==> src/rtl/dacfd_pkg.sv <==
package dacfd_pkg;
    typedef enum logic [2:0] {
        ST_IDLE,
        ST_ADDR,
        ST_CMD,
        ST_DATA,
        ST_SKIP
    } fsm_e;

    localparam logic [3:0] CMD_WR_IN  = 4'h0;
    localparam logic [3:0] CMD_UPD    = 4'h1;
    localparam logic [3:0] CMD_WR_UP  = 4'h3;
    localparam logic [3:0] CMD_PWR_DN = 4'h4;
    localparam logic [3:0] CMD_NOP    = 4'hF;

    localparam logic [3:0] SEL_A  = 4'h0;
    localparam logic [3:0] SEL_B  = 4'h1;
    localparam logic [3:0] SEL_AB = 4'hF;

    localparam logic [6:0] GLOBAL_ADDR = 7'h73;
    localparam logic [5:0] STRAP_NONE  = 6'h3F;
    localparam int         WORD_W      = 16;
    localparam int         NUM_CH      = 2;
endpackage

==> src/rtl/dacfd_addr_dec.sv <==
module dacfd_addr_dec
    import dacfd_pkg::*;
(
    input  logic [6:0] addr,
    output logic [5:0] digits,
    output logic       is_global
);
    logic [4:0] packed_v;
    logic [4:0] tern;

    always_comb begin
        packed_v  = {addr[6:4], addr[1:0]};
        tern      = packed_v - 5'd4;
        is_global = (addr == GLOBAL_ADDR);
        if (is_global || packed_v < 5'd4 || packed_v > 5'd30) begin
            digits = STRAP_NONE;
        end else begin
            digits = {2'(tern / 5'd9), 2'((tern / 5'd3) % 5'd3), 2'(tern % 5'd3)};
        end
    end
endmodule

==> src/rtl/dacfd_cmd_dec.sv <==
module dacfd_cmd_dec
    import dacfd_pkg::*;
(
    input  logic [7:0] cmd_byte,
    output logic [3:0] cmd,
    output logic [1:0] sel,
    output logic       valid
);
    logic cmd_ok;

    always_comb begin
        cmd = cmd_byte[7:4];
        unique case (cmd)
            CMD_WR_IN, CMD_UPD, CMD_WR_UP, CMD_PWR_DN, CMD_NOP: cmd_ok = 1'b1;
            default: cmd_ok = 1'b0;
        endcase
        unique case (cmd_byte[3:0])
            SEL_A:   sel = 2'b01;
            SEL_B:   sel = 2'b10;
            SEL_AB:  sel = 2'b11;
            default: sel = 2'b00;
        endcase
        valid = cmd_ok && (sel != 2'b00);
    end
endmodule

==> src/rtl/dacfd_chan.sv <==
module dacfd_chan
    import dacfd_pkg::*;
#(
    parameter int W = 16
) (
    input  logic         clk,
    input  logic         rst_n,
    input  logic         hit,
    input  logic [3:0]   cmd,
    input  logic [W-1:0] value,
    output logic [W-1:0] in_reg,
    output logic [W-1:0] out_reg,
    output logic         pd
);
    typedef struct packed {
        logic [W-1:0] in_v;
        logic [W-1:0] out_v;
        logic         pd;
    } chan_s;

    chan_s ch_d, ch_q;

    always_comb begin
        ch_d = ch_q;
        if (hit) begin
            unique case (cmd)
                CMD_WR_IN: ch_d.in_v = value;
                CMD_UPD:   ch_d.out_v = ch_q.in_v;
                CMD_WR_UP: begin
                    ch_d.in_v  = value;
                    ch_d.out_v = value;
                    ch_d.pd    = 1'b0;
                end
                CMD_PWR_DN: ch_d.pd = 1'b1;
                default: ;
            endcase
        end
    end

    always_ff @(posedge clk) begin
        if (!rst_n) ch_q <= '0;
        else        ch_q <= ch_d;
    end

    assign in_reg  = ch_q.in_v;
    assign out_reg = ch_q.out_v;
    assign pd      = ch_q.pd;
endmodule

==> src/rtl/dacfd_top.sv <==
module dacfd_top
    import dacfd_pkg::*;
#(
    parameter int RES_BITS = 16
) (
    input  logic                clk,
    input  logic                rst_n,
    input  logic [5:0]          strap,
    input  logic                ev_start,
    input  logic                ev_addr_wr,
    input  logic                ev_data_wr,
    input  logic                ev_stop,
    input  logic [7:0]          ev_byte,
    output logic [5:0]          rx_strap,
    output logic                rx_global,
    output logic                err,
    output logic [RES_BITS-1:0] code,
    output logic [RES_BITS-1:0] in_a,
    output logic [RES_BITS-1:0] in_b,
    output logic [RES_BITS-1:0] out_a,
    output logic [RES_BITS-1:0] out_b,
    output logic [1:0]          pd
);
    localparam int W       = RES_BITS;
    localparam int SHIFT_N = WORD_W - RES_BITS;

    typedef struct packed {
        fsm_e         state;
        logic [7:0]   hi;
        logic         have_hi;
        logic [3:0]   cmd;
        logic [1:0]   sel;
        logic         err;
        logic [5:0]   rx_strap;
        logic         rx_global;
        logic [W-1:0] code;
    } top_s;

    top_s r_d, r_q;

    logic [5:0]        dig_w;
    logic              glob_w;
    logic [3:0]        cmd_w;
    logic [1:0]        sel_w;
    logic              cmd_ok_w;
    logic [WORD_W-1:0] word_w;
    logic [W-1:0]      value_w;
    logic              apply_w;

    dacfd_addr_dec u_addr (
        .addr      (ev_byte[6:0]),
        .digits    (dig_w),
        .is_global (glob_w)
    );

    dacfd_cmd_dec u_cmd (
        .cmd_byte (ev_byte),
        .cmd      (cmd_w),
        .sel      (sel_w),
        .valid    (cmd_ok_w)
    );

    always_comb begin
        word_w  = {r_q.hi, ev_byte};
        value_w = W'(word_w >> SHIFT_N);
        apply_w = !ev_start && ev_data_wr && (r_q.state == ST_DATA) && r_q.have_hi;
    end

    always_comb begin
        r_d = r_q;
        if (ev_start) begin
            r_d.state   = ST_ADDR;
            r_d.have_hi = 1'b0;
        end else begin
            unique case (r_q.state)
                ST_ADDR: if (ev_addr_wr) begin
                    r_d.rx_strap  = dig_w;
                    r_d.rx_global = glob_w;
                    r_d.state = (glob_w || (dig_w != STRAP_NONE && dig_w == strap))
                              ? ST_CMD : ST_SKIP;
                end
                ST_CMD: if (ev_data_wr) begin
                    r_d.err     = !cmd_ok_w;
                    r_d.cmd     = cmd_w;
                    r_d.sel     = sel_w;
                    r_d.have_hi = 1'b0;
                    r_d.state   = cmd_ok_w ? ST_DATA : ST_SKIP;
                end
                ST_DATA: begin
                    if (ev_data_wr) begin
                        if (!r_q.have_hi) begin
                            r_d.hi      = ev_byte;
                            r_d.have_hi = 1'b1;
                        end else begin
                            r_d.have_hi = 1'b0;
                            r_d.code    = value_w;
                        end
                    end else if (ev_stop) begin
                        r_d.have_hi = 1'b0;
                        r_d.state   = ST_IDLE;
                    end
                end
                ST_SKIP: if (ev_stop) r_d.state = ST_IDLE;
                default: ;
            endcase
        end
    end

    always_ff @(posedge clk) begin
        if (!rst_n) begin
            r_q          <= '0;
            r_q.state    <= ST_IDLE;
            r_q.rx_strap <= STRAP_NONE;
        end else begin
            r_q <= r_d;
        end
    end

    logic [W-1:0] in_w  [NUM_CH];
    logic [W-1:0] out_w [NUM_CH];
    logic [1:0]   pd_w;

    for (genvar ch = 0; ch < NUM_CH; ch++) begin : g_ch
        dacfd_chan #(.W(W)) u_chan (
            .clk     (clk),
            .rst_n   (rst_n),
            .hit     (apply_w && r_q.sel[ch]),
            .cmd     (r_q.cmd),
            .value   (value_w),
            .in_reg  (in_w[ch]),
            .out_reg (out_w[ch]),
            .pd      (pd_w[ch])
        );
    end

    assign rx_strap  = r_q.rx_strap;
    assign rx_global = r_q.rx_global;
    assign err       = r_q.err;
    assign code      = r_q.code;
    assign in_a      = in_w[0];
    assign in_b      = in_w[1];
    assign out_a     = out_w[0];
    assign out_b     = out_w[1];
    assign pd        = pd_w;
endmodule

==> config.mk <==
export PLATFORM = sky130hd
export DESIGN_NAME = dacfd_top
export DESIGN_NICKNAME = d
export VERILOG_FILES = /design/src/rtl/dacfd_pkg.sv /design/src/rtl/dacfd_addr_dec.sv /design/src/rtl/dacfd_cmd_dec.sv /design/src/rtl/dacfd_chan.sv /design/src/rtl/dacfd_top.sv
export SDC_FILE = /design/constraint.sdc
export NUM_CORES = 1
export LEC_CHECK = 0
export BUFFER_PORTS_ARGS = -buffer_cell sky130_fd_sc_hd__buf_2
export CAP_MARGIN = 10
export CORE_ASPECT_RATIO = 1.2
export CORE_UTILIZATION = 58
export CTS_CLUSTER_SIZE = 28
export DETAILED_ROUTE_END_ITERATION = 12
export HOLD_SLACK_MARGIN = 0.08
export PLACE_DENSITY = 0.86
export SLEW_MARGIN = 20
export SYNTH_ARGS = -nofsm -noshare
export SYNTH_HDL_FRONTEND = slang
export SYNTH_SLANG_ARGS = --single-unit
==> constraint.sdc <==
create_clock -name clk -period 11.78 [get_ports clk]
set_input_delay 0.589 -clock clk [delete_from_list [all_inputs] [get_ports clk]]
set_output_delay 0.589 -clock clk [all_outputs]
set_load 0.005 [all_outputs]
==> results_dict.tcl <==
set metrics [dict create \
    outcome "finished, final reports clean" \
    worst-r2r-setup-slack_ps 8260 \
    powerDensity_mw_per_mm2 121 \
    cts.sinks 108 \
    min_delay_worst_endpoint "code[2]$_SDFFE_PN0P_" \
    crit_type "input pin to flip-flop" \
    cts_tree "yes" \
    clk_pin_slew_ps 70 \
    period_minus_slack_ps 6310 \
    r2r_end "g_ch[0].u_chan.in_reg[2]$_SDFFE_PN0P_" \
    fin_worst_skew_ps 8.12 \
    synth_top_flop_cell "dfxtp_1" \
    critPathMaxFanout 24 \
    hpwl_um 9680 \
    synth_cell_types 68 \
    ctsResizeCount 0 \
    synth_cells 686 \
    grt_pass1_vias 4707 \
    h-tree-depth 3 \
    start_util_pct 60.7 \
    synth_top_area_share_pct 36.9 \
    synth_edf_count 0 \
    cts_buffers 9 \
    cts_hold_buf 0 \
    synth_area_mm2 0.00586 \
    finalInstanceArea_mm2 0.00649 \
    setup_tns_ps 0 \
    gr-total-overflow 0 \
    drv_cap 0 \
    portBuffers 109 \
    yosys_warnings 0 \
    setup_violations 0 \
    fmaxAchievable_mhz 159 \
    drt-total-wl_um 14300 \
    seq_area_frac_synth_pct 36.9 \
    tightest_slew_ps 1140 \
    crit-reg2reg-launch "r_q[40]$_SDFFE_PP0P_" \
    root_buffer "clkbuf_16" \
    placed_cell_area_mm2 0.00621 \
    drive_above_1_share_pct 20.2 \
    ys_ff_latch 108 \
    antenna_found_initial 0 \
    ys_async_sr_fraction_pct 0 \
    ff2ff_path_depth 8 \
    design.core.area_mm2 0.00966 \
    post_cts_buffers 0 \
    clockBufferDepth 2 \
    syn_avg_cell_area_um2 8.55 \
    drc_errors 0 \
    drt-initial-drc-count 363 \
    cp.arrival_ps 6550 \
    drt_pass1_iterations 5 \
    final_nets 772 \
    synth_area_leaders "dfxtp_1 37%, mux2i_1 7.7%, nand2_1 6.7%" \
    grt.total_usage_pct 27.5 \
    hold-worst-slack_ps 464 \
    synth.largest_area_cell "dfxtp_1" \
    slew_headroom_pct 24.1 \
    antenna_cells 0 \
    grt_setup_unrepaired "no" \
    clock_latency_ps 340 \
    die_area_mm2 0.0105 \
    hp-start "code[2]$_SDFFE_PN0P_" \
    hold_viol 0 \
    routed_via_density 5.85 \
    cp_data_required_time_ps 12020 \
    crit_path_end_kind "flip-flop" \
    rows 39 \
    die_x_um 93.8 \
    startpoint_type "input pin" \
    synth.most_common_cell "dfxtp_1" \
    whs_path_depth 2 \
    syn-num-nets 721 \
    power.leakage_nw 2.95 \
    ir_drop_mv 0.0800 \
    finalMaxSlewViolations 0 \
    final_antenna_net_count 0 \
    area_growth_pct 10.7 \
    fin_crit_sh_pct 53.6 \
    die_y_um 112 \
    min-delay-path-class "flip-flop to flip-flop" \
    vias 5052 \
    grt_first_pass_wirelength_um 23300 \
    synth_commonest_cells "108 x dfxtp_1, 104 x nand2_1, 48 x a21oi_1, 45 x mux2i_1, 44 x nor2b_1" \
    gp_congestion 0.847 \
    wl_per_cell_um 16.5 \
    fillCellCount 803 \
    pin_count 110 \
    grt_max_degree 108 \
    finalPower_w 0.000788 \
]
==> worst max path at each step <==
stage | start | end | slack [ps] | depth (start not counted)
floorplan | ev_byte[4] | r_q[41]$_SDFFE_PP0P_ | 6140 | 28
global placement | ev_byte[4] | r_q[41]$_SDFFE_PP0P_ | 5450 | 26
detailed placement | ev_byte[4] | r_q[41]$_SDFFE_PP0P_ | 5220 | 26
CTS | ev_byte[4] | r_q[41]$_SDFFE_PP0P_ | 5580 | 26
global route | ev_byte[4] | r_q[41]$_SDFFE_PP0P_ | 5000 | 26
finish | ev_byte[4] | r_q[41]$_SDFFE_PP0P_ | 5470 | 26
==> through the flow <==
| stage | instances | setup WS, ps | util [%] |
|---|---|---|---|
| detailed placement | 849 | 5220 | 64.3 |
| floorplan | 686 | 6140 | - |
| global route | 864 | 5000 | 67.2 |
| CTS | 864 | 5580 | 67.1 |
| finish | 864 | 5470 | 67.2 |
| global placement | 849 | 5450 | 64.3 |
==> cells in the final DEF (no fill, tap or decap), types with 15 or more instances in the layout <==
master,instances
o21ai_0,17
and2_1,16
nor2_1,22
mux2i_1,45
dfxtp_1,108
ha_1,15
a21boi_0,23
nor2b_1,44
buf_2,109
nand2_1,104
o211a_1,33
a21oi_1,48
==> power breakdown <==
part / switching [W] / internal, W
clock network: 0.000142 / 0.000145
registers: 0.00000168 / 0.000366
logic: 0.0000802 / 0.0000529
==> kinds of logic (layout without fill, tap and decap cells) <==
| group | count (synthesis) | in the layout | synth area share [%] |
|---|---|---|---|
| XOR/XNOR | 10 | 10 | 1.62 |
| flip-flops | 108 | 108 | 36.9 |
| adder cells (fa/ha/maj) | 15 | 15 | 3.20 |
| buffers and inverters | 89 | 144 | 7.74 |
| AO/OA/AOI/OAI | 172 | 172 | 21.8 |
| multiplexers | 45 | 45 | 7.68 |
| AND/OR/NAND/NOR | 247 | 247 | 21.1 |
==> worst max-delay path: stages <==
cell and delay (ps):
buf_2 390, clkinv_1 430, ha_1 380, xnor2_2 230, inv_2 180, ha_1 360
or4b_4 510, o211ai_2 230, nor4_1 140, o21ai_0 180, nand4_1 210, ha_1 260
a211oi_1 220, o211a_1 190, o311a_1 230, nor2_1 70, xnor2_1 260, inv_1 90
ha_1 180, inv_1 50, o31a_1 180, nand3b_1 100, a32oi_1 260, mux2i_1 230
a32oi_1 160, a31o_1 240
==> area by class of cell <==
| class | count | area [µm²] | area share (%) |
|---|---|---|---|
| clock buffer | 9 | 225 | 3.47 |
| clock inverter | 6 | 50.0 | 0.771 |
| inverter | 16 | 60.1 | 0.925 |
| multi-input combinational | 489 | 3260 | 50.3 |
| sequential | 108 | 2160 | 33.3 |
| tap | 123 | 154 | 2.37 |
| timing repair buffer | 113 | 576 | 8.87 |
==> layer usage <==
metal  GRT usage, %  vias to the layer above  part of all wire (%)
met4           6.97                        0                  0.86
met5              0                        -                     0
met1           36.4                     2388                    45
met3           5.42                       10                   6.3
met2           45.6                      180                    48
li1               -                     2474                     -
Note: power is estimated with default switching activity, not from simulation.
